==> src/rtl/pgwin_pkg.sv <==
package pgwin_pkg;
  localparam int unsigned BYTE_W     = 8;
  localparam int unsigned UNLOCK_LEN = 6;

  typedef enum logic [1:0] {
    SEL_WIN   = 2'd0,
    SEL_PGLO  = 2'd1,
    SEL_PGHI  = 2'd2,
    SEL_GUARD = 2'd3
  } sel_e;

  function automatic logic [BYTE_W-1:0] unlock_byte(input logic [2:0] k);
    logic [BYTE_W-1:0] b;
    case (k)
      3'd0:    b = 8'hAA;
      3'd1:    b = 8'h55;
      3'd2:    b = 8'h50;
      3'd3:    b = 8'h41;
      3'd4:    b = 8'h52;
      default: b = 8'h44;
    endcase
    return b;
  endfunction
endpackage

==> src/rtl/pgwin_unlock.sv <==
module pgwin_unlock
  import pgwin_pkg::*;
(
  input  logic              clk,
  input  logic              rst_n,
  input  logic              wr_en,
  input  logic [BYTE_W-1:0] wr_data,
  output logic              unlocked
);
  localparam logic [2:0] DONE = 3'(UNLOCK_LEN);

  logic [2:0] step_q, step_d;

  always_comb begin
    step_d = step_q;
    if (wr_en) begin
      if (wr_data == '0)
        step_d = '0;
      else if (step_q == DONE)
        step_d = DONE;
      else if (wr_data == unlock_byte(step_q))
        step_d = step_q + 3'd1;
      else if (wr_data == unlock_byte(3'd0))
        step_d = 3'd1;
      else
        step_d = '0;
    end
  end

  always_ff @(posedge clk or negedge rst_n) begin
    if (!rst_n)     step_q <= '0;
    else if (wr_en) step_q <= step_d;
  end

  assign unlocked = (step_q == DONE);
endmodule

==> src/rtl/pgwin_pagebuf.sv <==
module pgwin_pagebuf
  import pgwin_pkg::*;
#(
  parameter int unsigned DEPTH = 256,
  localparam int unsigned IDX_W = $clog2(DEPTH)
) (
  input  logic              clk,
  input  logic              rst_n,
  input  logic              clr,
  input  logic              we,
  input  logic [IDX_W-1:0]  widx,
  input  logic [BYTE_W-1:0] wdata,
  input  logic [IDX_W-1:0]  ridx,
  output logic [BYTE_W-1:0] rdata
);
  logic [BYTE_W-1:0] mem [DEPTH];
  logic [DEPTH-1:0]  fill_q, fill_d;

  always_comb begin
    fill_d = fill_q;
    if (clr)     fill_d = '0;
    else if (we) fill_d[widx] = 1'b1;
  end

  always_ff @(posedge clk or negedge rst_n) begin
    if (!rst_n)         fill_q <= '0;
    else if (clr || we) fill_q <= fill_d;
  end

  always_ff @(posedge clk) begin
    if (we) mem[widx] <= wdata;
  end

  assign rdata = fill_q[ridx] ? mem[ridx] : '1;
endmodule

==> src/rtl/pgwin_wrctl.sv <==
module pgwin_wrctl
  import pgwin_pkg::*;
#(
  parameter int unsigned DEPTH = 256,
  parameter int unsigned PG_W  = 16,
  localparam int unsigned IDX_W = $clog2(DEPTH),
  localparam int unsigned CNT_W = IDX_W + 1
) (
  input  logic              clk,
  input  logic              rst_n,
  input  logic              start,
  input  logic              stop,
  input  logic              wr_en,
  input  logic [BYTE_W-1:0] wdata,
  input  logic              unlocked,
  input  logic [PG_W-1:0]   page_base,
  input  logic              prog_ack,
  output logic              buf_clr,
  output logic              buf_we,
  output logic [IDX_W-1:0]  buf_widx,
  output logic              busy,
  output logic              prog_req,
  output logic [PG_W+IDX_W-1:0] prog_addr,
  output logic [CNT_W-1:0]  prog_count,
  output logic              err_set
);
  localparam logic [CNT_W-1:0] FULL = CNT_W'(DEPTH);

  logic in_q, in_d, off_q, off_d, bad_q, bad_d;
  logic busy_q, busy_d, req_q, req_d;
  logic [CNT_W-1:0] cnt_q, cnt_d, pcnt_q, pcnt_d;
  logic [PG_W-1:0]  pbase_q, pbase_d;
  logic issue;

  always_comb begin
    in_d = in_q; off_d = off_q; bad_d = bad_q; cnt_d = cnt_q;
    busy_d = busy_q; pcnt_d = pcnt_q; pbase_d = pbase_q;
    buf_clr = 1'b0; buf_we = 1'b0; err_set = 1'b0; issue = 1'b0;
    if (busy_q && prog_ack) busy_d = 1'b0;
    if (start) begin
      in_d = 1'b1; off_d = 1'b0; bad_d = 1'b0; cnt_d = '0;
    end else if (wr_en && in_q) begin
      if (!off_q) begin
        off_d = 1'b1;
        if (wdata != '0 || !unlocked || busy_q) bad_d = 1'b1;
        else                                   buf_clr = 1'b1;
      end else if (!bad_q) begin
        if (cnt_q == FULL) bad_d = 1'b1;
        else begin
          buf_we = 1'b1;
          cnt_d  = cnt_q + 1'b1;
        end
      end
    end else if (stop && in_q) begin
      in_d = 1'b0;
      if (off_q && bad_q) err_set = 1'b1;
      else if (off_q && cnt_q != '0) begin
        issue   = 1'b1;
        busy_d  = 1'b1;
        pcnt_d  = cnt_q;
        pbase_d = page_base;
      end
    end
    req_d = issue;
  end

  always_ff @(posedge clk or negedge rst_n) begin
    if (!rst_n) begin
      in_q <= 1'b0; off_q <= 1'b0; bad_q <= 1'b0; cnt_q <= '0;
      busy_q <= 1'b0; req_q <= 1'b0; pcnt_q <= '0; pbase_q <= '0;
    end else begin
      in_q <= in_d; off_q <= off_d; bad_q <= bad_d; cnt_q <= cnt_d;
      busy_q <= busy_d; req_q <= req_d;
      if (issue) begin
        pcnt_q  <= pcnt_d;
        pbase_q <= pbase_d;
      end
    end
  end

  assign buf_widx   = cnt_q[IDX_W-1:0];
  assign busy       = busy_q;
  assign prog_req   = req_q;
  assign prog_addr  = {pbase_q, {IDX_W{1'b0}}};
  assign prog_count = pcnt_q;
endmodule

==> src/rtl/pgwin_rdctl.sv <==
module pgwin_rdctl
  import pgwin_pkg::*;
#(
  parameter int unsigned DEPTH = 256,
  parameter int unsigned PG_W  = 16,
  localparam int unsigned IDX_W = $clog2(DEPTH),
  localparam int unsigned CNT_W = IDX_W + 1
) (
  input  logic              clk,
  input  logic              rst_n,
  input  logic              start,
  input  logic              rd_en,
  input  logic [PG_W-1:0]   page_base,
  input  logic              fetch_ack,
  input  logic [BYTE_W-1:0] fetch_data,
  output logic              fetch_req,
  output logic [PG_W+IDX_W-1:0] fetch_addr,
  output logic [BYTE_W-1:0] rdata,
  output logic              rvalid,
  output logic              err_set
);
  localparam logic [CNT_W-1:0] FULL = CNT_W'(DEPTH);

  logic [CNT_W-1:0] pos_q, pos_d;
  logic req_q, req_d, vld_d, vld_q;
  logic [BYTE_W-1:0] dat_q, dat_d;
  logic [PG_W+IDX_W-1:0] adr_q, adr_d;

  always_comb begin
    pos_d = pos_q; req_d = req_q; dat_d = dat_q; adr_d = adr_q;
    vld_d = 1'b0; err_set = 1'b0;
    if (req_q) begin
      if (fetch_ack) begin
        req_d = 1'b0;
        dat_d = fetch_data;
        vld_d = 1'b1;
        pos_d = pos_q + 1'b1;
      end
    end else if (start) begin
      pos_d = '0;
    end else if (rd_en) begin
      if (pos_q == FULL) begin
        dat_d   = '1;
        vld_d   = 1'b1;
        err_set = 1'b1;
      end else begin
        req_d = 1'b1;
        adr_d = {page_base, pos_q[IDX_W-1:0]};
      end
    end
  end

  always_ff @(posedge clk or negedge rst_n) begin
    if (!rst_n) begin
      pos_q <= '0; req_q <= 1'b0; vld_q <= 1'b0; dat_q <= '0; adr_q <= '0;
    end else begin
      pos_q <= pos_d; req_q <= req_d; vld_q <= vld_d;
      if (vld_d)             dat_q <= dat_d;
      if (req_d && !req_q)   adr_q <= adr_d;
    end
  end

  assign fetch_req  = req_q;
  assign fetch_addr = adr_q;
  assign rdata      = dat_q;
  assign rvalid     = vld_q;
endmodule

==> src/rtl/pgwin_top.sv <==
module pgwin_top
  import pgwin_pkg::*;
#(
  parameter int unsigned PAGE_BYTES = 256,
  localparam int unsigned IDX_W  = $clog2(PAGE_BYTES),
  localparam int unsigned CNT_W  = IDX_W + 1,
  localparam int unsigned PG_N   = 2,
  localparam int unsigned PG_W   = PG_N * BYTE_W,
  localparam int unsigned ADDR_W = PG_W + IDX_W
) (
  input  logic              clk,
  input  logic              rst_n,
  input  logic              bus_start,
  input  logic              bus_stop,
  input  logic              bus_wr,
  input  logic              bus_rd,
  input  logic [1:0]        bus_sel,
  input  logic [BYTE_W-1:0] bus_wdata,
  output logic [BYTE_W-1:0] bus_rdata,
  output logic              bus_rvalid,
  output logic              wr_unlocked,
  output logic              err_flag,
  output logic              busy,
  output logic              prog_req,
  output logic [ADDR_W-1:0] prog_addr,
  output logic [CNT_W-1:0]  prog_count,
  input  logic              prog_ack,
  input  logic [IDX_W-1:0]  prog_idx,
  output logic [BYTE_W-1:0] prog_data,
  output logic              fetch_req,
  output logic [ADDR_W-1:0] fetch_addr,
  input  logic              fetch_ack,
  input  logic [BYTE_W-1:0] fetch_data
);
  logic [1:0] rsync_q;
  logic       rst_s_n;

  always_ff @(posedge clk or negedge rst_n) begin
    if (!rst_n) rsync_q <= '0;
    else        rsync_q <= {rsync_q[0], 1'b1};
  end
  assign rst_s_n = rsync_q[1];

  logic win_wr, win_rd, guard_wr;
  assign win_wr   = bus_wr && (bus_sel == SEL_WIN);
  assign win_rd   = bus_rd && (bus_sel == SEL_WIN);
  assign guard_wr = bus_wr && (bus_sel == SEL_GUARD);

  logic [PG_W-1:0] page_base;

  for (genvar g = 0; g < PG_N; g++) begin : g_page
    logic              ld;
    logic [BYTE_W-1:0] pg_q;
    assign ld = bus_wr && (bus_sel == 2'(int'(SEL_PGLO) + g));
    always_ff @(posedge clk or negedge rst_s_n) begin
      if (!rst_s_n) pg_q <= '0;
      else if (ld)  pg_q <= bus_wdata;
    end
    assign page_base[g*BYTE_W +: BYTE_W] = pg_q;
  end

  pgwin_unlock u_unlock (
    .clk(clk), .rst_n(rst_s_n), .wr_en(guard_wr), .wr_data(bus_wdata),
    .unlocked(wr_unlocked)
  );

  logic             buf_clr, buf_we, wr_err, rd_err;
  logic [IDX_W-1:0] buf_widx;

  pgwin_wrctl #(.DEPTH(PAGE_BYTES), .PG_W(PG_W)) u_wrctl (
    .clk(clk), .rst_n(rst_s_n), .start(bus_start), .stop(bus_stop),
    .wr_en(win_wr), .wdata(bus_wdata), .unlocked(wr_unlocked),
    .page_base(page_base), .prog_ack(prog_ack), .buf_clr(buf_clr),
    .buf_we(buf_we), .buf_widx(buf_widx), .busy(busy), .prog_req(prog_req),
    .prog_addr(prog_addr), .prog_count(prog_count), .err_set(wr_err)
  );

  pgwin_pagebuf #(.DEPTH(PAGE_BYTES)) u_buf (
    .clk(clk), .rst_n(rst_s_n), .clr(buf_clr), .we(buf_we), .widx(buf_widx),
    .wdata(bus_wdata), .ridx(prog_idx), .rdata(prog_data)
  );

  pgwin_rdctl #(.DEPTH(PAGE_BYTES), .PG_W(PG_W)) u_rdctl (
    .clk(clk), .rst_n(rst_s_n), .start(bus_start), .rd_en(win_rd),
    .page_base(page_base), .fetch_ack(fetch_ack), .fetch_data(fetch_data),
    .fetch_req(fetch_req), .fetch_addr(fetch_addr), .rdata(bus_rdata),
    .rvalid(bus_rvalid), .err_set(rd_err)
  );

  logic err_q, err_d;
  always_comb err_d = err_q || wr_err || rd_err;
  always_ff @(posedge clk or negedge rst_s_n) begin
    if (!rst_s_n) err_q <= 1'b0;
    else          err_q <= err_d;
  end
  assign err_flag = err_q;
endmodule

==> config.mk <==
export PLATFORM = sky130hd
export DESIGN_NAME = pgwin_top
export DESIGN_NICKNAME = d
export VERILOG_FILES = /design/src/rtl/pgwin_pkg.sv /design/src/rtl/pgwin_unlock.sv /design/src/rtl/pgwin_pagebuf.sv /design/src/rtl/pgwin_wrctl.sv /design/src/rtl/pgwin_rdctl.sv /design/src/rtl/pgwin_top.sv
export SDC_FILE = /design/constraint.sdc
export NUM_CORES = 2
export LEC_CHECK = 0
export BUFFER_PORTS_ARGS = -buffer_cell sky130_fd_sc_hd__buf_2
export CORE_UTILIZATION = 57
export CTS_CLUSTER_SIZE = 25
export DETAILED_ROUTE_END_ITERATION = 16
export PLACE_DENSITY_LB_ADDON = 0.3
export REMOVE_ABC_BUFFERS = 1
export SYNTH_ARGS = -nofsm -noshare
export SYNTH_HDL_FRONTEND = slang
export SYNTH_SLANG_ARGS = --single-unit
==> constraint.sdc <==
create_clock -name clk -period 11 [get_ports clk]
set_input_delay 0.55 -clock clk [delete_from_list [all_inputs] [get_ports clk]]
set_output_delay 0.55 -clock clk [all_outputs]
set_load 0.01 [all_outputs]
==> impl_metrics.json <==
{
  "status": "finished, violations left",
  "violations": "capacitance limit",
  "syn_inst": 4561,
  "yosysUniqueCellTypes": 60,
  "relSlewSlack_pct": 0.460,
  "slew_violations": 0,
  "grt_pass1_vias": 47400,
  "io_buffer_count": 104,
  "final_common_cell": "edfxtp_1",
  "seqCellArea_um2": 70500,
  "place_congestion": 0.897,
  "grt_max_degree": 140,
  "pin_count": 113,
  "routed-via-count": 47000,
  "cts.clk_slew.worst_paths_ps": 60,
  "final_nets": 4744,
  "wl_per_cell_um": 31.4,
  "regToRegEndpoint": "u_buf.mem[95][7]",
  "finalSetupViolations": 0,
  "endpoint_kind": "primary output",
  "multiInputGateArea_um2": 22000,
  "final_cell_mix": "edfxtp_1 (2048), mux4_2 (599), dfrtp_1 (359), nor2_1 (296), o21a_1 (256)",
  "drt.antenna.violating_nets": 0,
  "setup_tns_ps": 0,
  "yosysTopAreaCellShare_pct": 65.5,
  "htree_levels": 4,
  "overflow": 0,
  "wl_met2_um": 104000,
  "period_share_pct": 53.4,
  "drt-met1-wl_um": 88000,
  "syn_area_um2": 94000,
  "required_ps": 10450,
  "synth_area_leaders": "edfxtp_1 (65%), mux4_2 (14%), dfrtp_1 (9.6%)",
  "viasPerCell": 6.63,
  "dr.pass1.iters": 6,
  "synthToLayoutAreaGrowth_pct": 11.0,
  "r2r-start": "u_wrctl.cnt_q[0]",
  "track_usage_pct": 27.0,
  "cts_sinks": 2408,
  "placementRows": 148,
  "drv_cap": 1,
  "syn_avg_cell_area_um2": 20.6,
  "coreArea_um2": 163000,
  "fin_worst_skew_ps": 67.9,
  "die_w_um": 408,
  "clock.fmax_ghz": 0.170,
  "cp_data_arrival_time_ps": 5330,
  "placed_cells": 6633,
  "die-area_um2": 166000,
  "cp-start-kind": "input pin",
  "synth_flop_cell": "edfxtp_1",
  "powerDensity_nw_per_um2": 179,
  "synth-seq-cells": 2408,
  "vdd_ir_drop_max_uv": 178,
  "hp-class": "input pin to async pin",
  "ys_async_sr_fraction_pct": 15.0,
  "cts-root-buf": "clkbuf_16",
  "start_util_pct": 57.6,
  "hpwl_um": 131000,
  "maxUsedRoutingLayer": "met5",
  "clock_latency_ps": 890,
  "worstMarginPinSlew_ps": 1490,
  "cts_buffers": 226,
  "rsz0062_at_grt": "no",
  "cts.path.max_buffers": 3,
  "cts_resized": 0,
  "r2r_setup_slack_ps": 6470,
  "postRouteWirelength_um": 222000,
  "path_max_fanout": 107,
  "fin_crit_ps": 5880,
  "fill_cells": 10600,
  "reg2reg_depth": 7,
  "yosys_warnings": 0,
  "drive_above_1_share_pct": 24.3,
  "grt_pass1_wl_um": 326000,
  "synth_edf_count": 2048,
  "final_cells": 7082,
  "finalHoldViolCount": 0,
  "antenna_found_initial": 10,
  "ys_seq_area_share_pct": 75.0,
  "leakagePower_nw": 34.6,
  "drc": 0,
  "cts_tree": "yes",
  "setup.worst_path.class": "input pin to primary output",
  "met3_wirelength_um": 23000,
  "synth_top_area_cell": "edfxtp_1",
  "drt_first_iter_violations": 5899,
  "die_h_um": 408
}
[how the worst max path moves through the flow]
stage / to / slack [ps] / startpoint / depth (start not counted)
3_5_place_dp: prog_data[2] / 5290 / prog_idx[0] / 10
3_3_place_gp: prog_data[2] / 5300 / prog_idx[0] / 10
4_1_cts: prog_data[2] / 5290 / prog_idx[0] / 10
2_1_floorplan: err_flag / 220 / rsync_q[1] / 0
6_report: prog_data[2] / 5120 / prog_idx[0] / 10
5_1_grt: prog_data[2] / 5000 / prog_idx[0] / 10
[cells in the mapped netlist (3+ instances only)]
cell type / count
dfrtp_1: 360
nand3_1: 33
nor3b_1: 4
xor2_1: 9
a211oi_1: 4
a22o_1: 30
edfxtp_1: 2048
buf_12: 3
buf_6: 11
buf_4: 48
or4_1: 9
ha_1: 12
o21ai_0: 44
buf_2: 44
a221oi_1: 25
xnor2_1: 5
and2_1: 5
nand4_1: 8
or2_2: 3
mux4_2: 599
inv_1: 26
nor2b_1: 13
clkbuf_1: 151
nand2b_1: 9
o21a_1: 256
o32ai_1: 10
and3_1: 14
a31oi_1: 10
buf_1: 29
mux2i_1: 73
nor2_1: 298
o221ai_1: 33
o31ai_1: 11
a22oi_1: 87
or3_1: 5
nand3b_1: 4
mux4_1: 13
mux2_2: 60
nor3_1: 24
nand2_1: 59
a21oi_1: 47
[what timing repair did]
item | CTS | global route
hold endpoints to repair | 14 | 0
setup endpoints to repair | 0 | 0
hold buffers | 12 | 0
setup buffers | 0 | 0
[flip-flops by register name, summed over array words and instances (netlist names)]
signal and cells:
rsync_q 2, u_wrctl.pbase_q 16, u_wrctl.prog_req 1, g_page.pg_q 16, u_rdctl.rvalid 1, u_wrctl.off_q 1
u_rdctl.pos_q 9, u_wrctl.bad_q 1, u_unlock.step_q 3, err_flag 1, u_buf.mem 2048, u_wrctl.cnt_q 9
u_rdctl.fetch_req 1, u_wrctl.prog_count 9, u_wrctl.busy 1, u_rdctl.rdata 8, u_buf.fill_q 256, u_wrctl.in_q 1
u_rdctl.fetch_addr 24
[report_power, final]
group          switching, W  total [W]  leakage, nW  internal [W]
combinational      0.000543   0.000864         7.63      0.000321
clock               0.00341    0.00786         3.70       0.00446
sequential        0.0000330    0.00999         23.3       0.00995
total               0.00398     0.0187         34.6        0.0147
[metrics by stage]
stage | hold slack [ps] | setup slack [ps] | util, % | power [W] | cell area, um2
CTS | 2.59 | 5290 | 63.9 | 0.0188 | 104000
detailed placement | 336 | 5290 | 59.2 | 0.0110 | 96600
floorplan | 254 | 224 | - | 0.0105 | 92500
global placement | 337 | 5300 | 59.2 | 0.0110 | 96600
global route | 44.4 | 5000 | 63.9 | 0.0192 | 104000
finish | 65.7 | 5120 | 63.9 | 0.0187 | 104000
[kinds of logic after synthesis]
family	after synthesis	synth area share [%]
fa+ha+maj	12	0.160
simple gates	496	2.31
flops	2408	75.0
compound gates	571	4.47
other cells	2	0.00799
xor+xnor	14	0.131
buf+inv	313	1.65
mux	745	16.2
[layout make-up]
class	instances	area share [%]
antenna	4	0.00960
clock inverter	124	1.28
clock buffer	309	5.97
timing repair buffer	189	1.37
multi-input combinational	1847	21.1
tap	2175	2.61
sequential	2408	67.6
inverter	26	0.0936
[worst max-delay path, cell delays in order]
cell and delay, ps:
buf_8 430, buf_4 480, buf_12 570, mux4_2 620
mux4_2 560, nand3_1 110, o21ai_0 220, nor3_1 620
o32ai_1 470, buf_2 290
[per-layer routing]
layer / up-vias / GRT usage (%)
met3: 426 / 6.71
met5: - / 0
met1: 24900 / 39.4
met4: 10 / 8.87
met2: 2608 / 40.5
li1: 19000 / -
No activity file was read; power rests on OpenSTA's default activity.
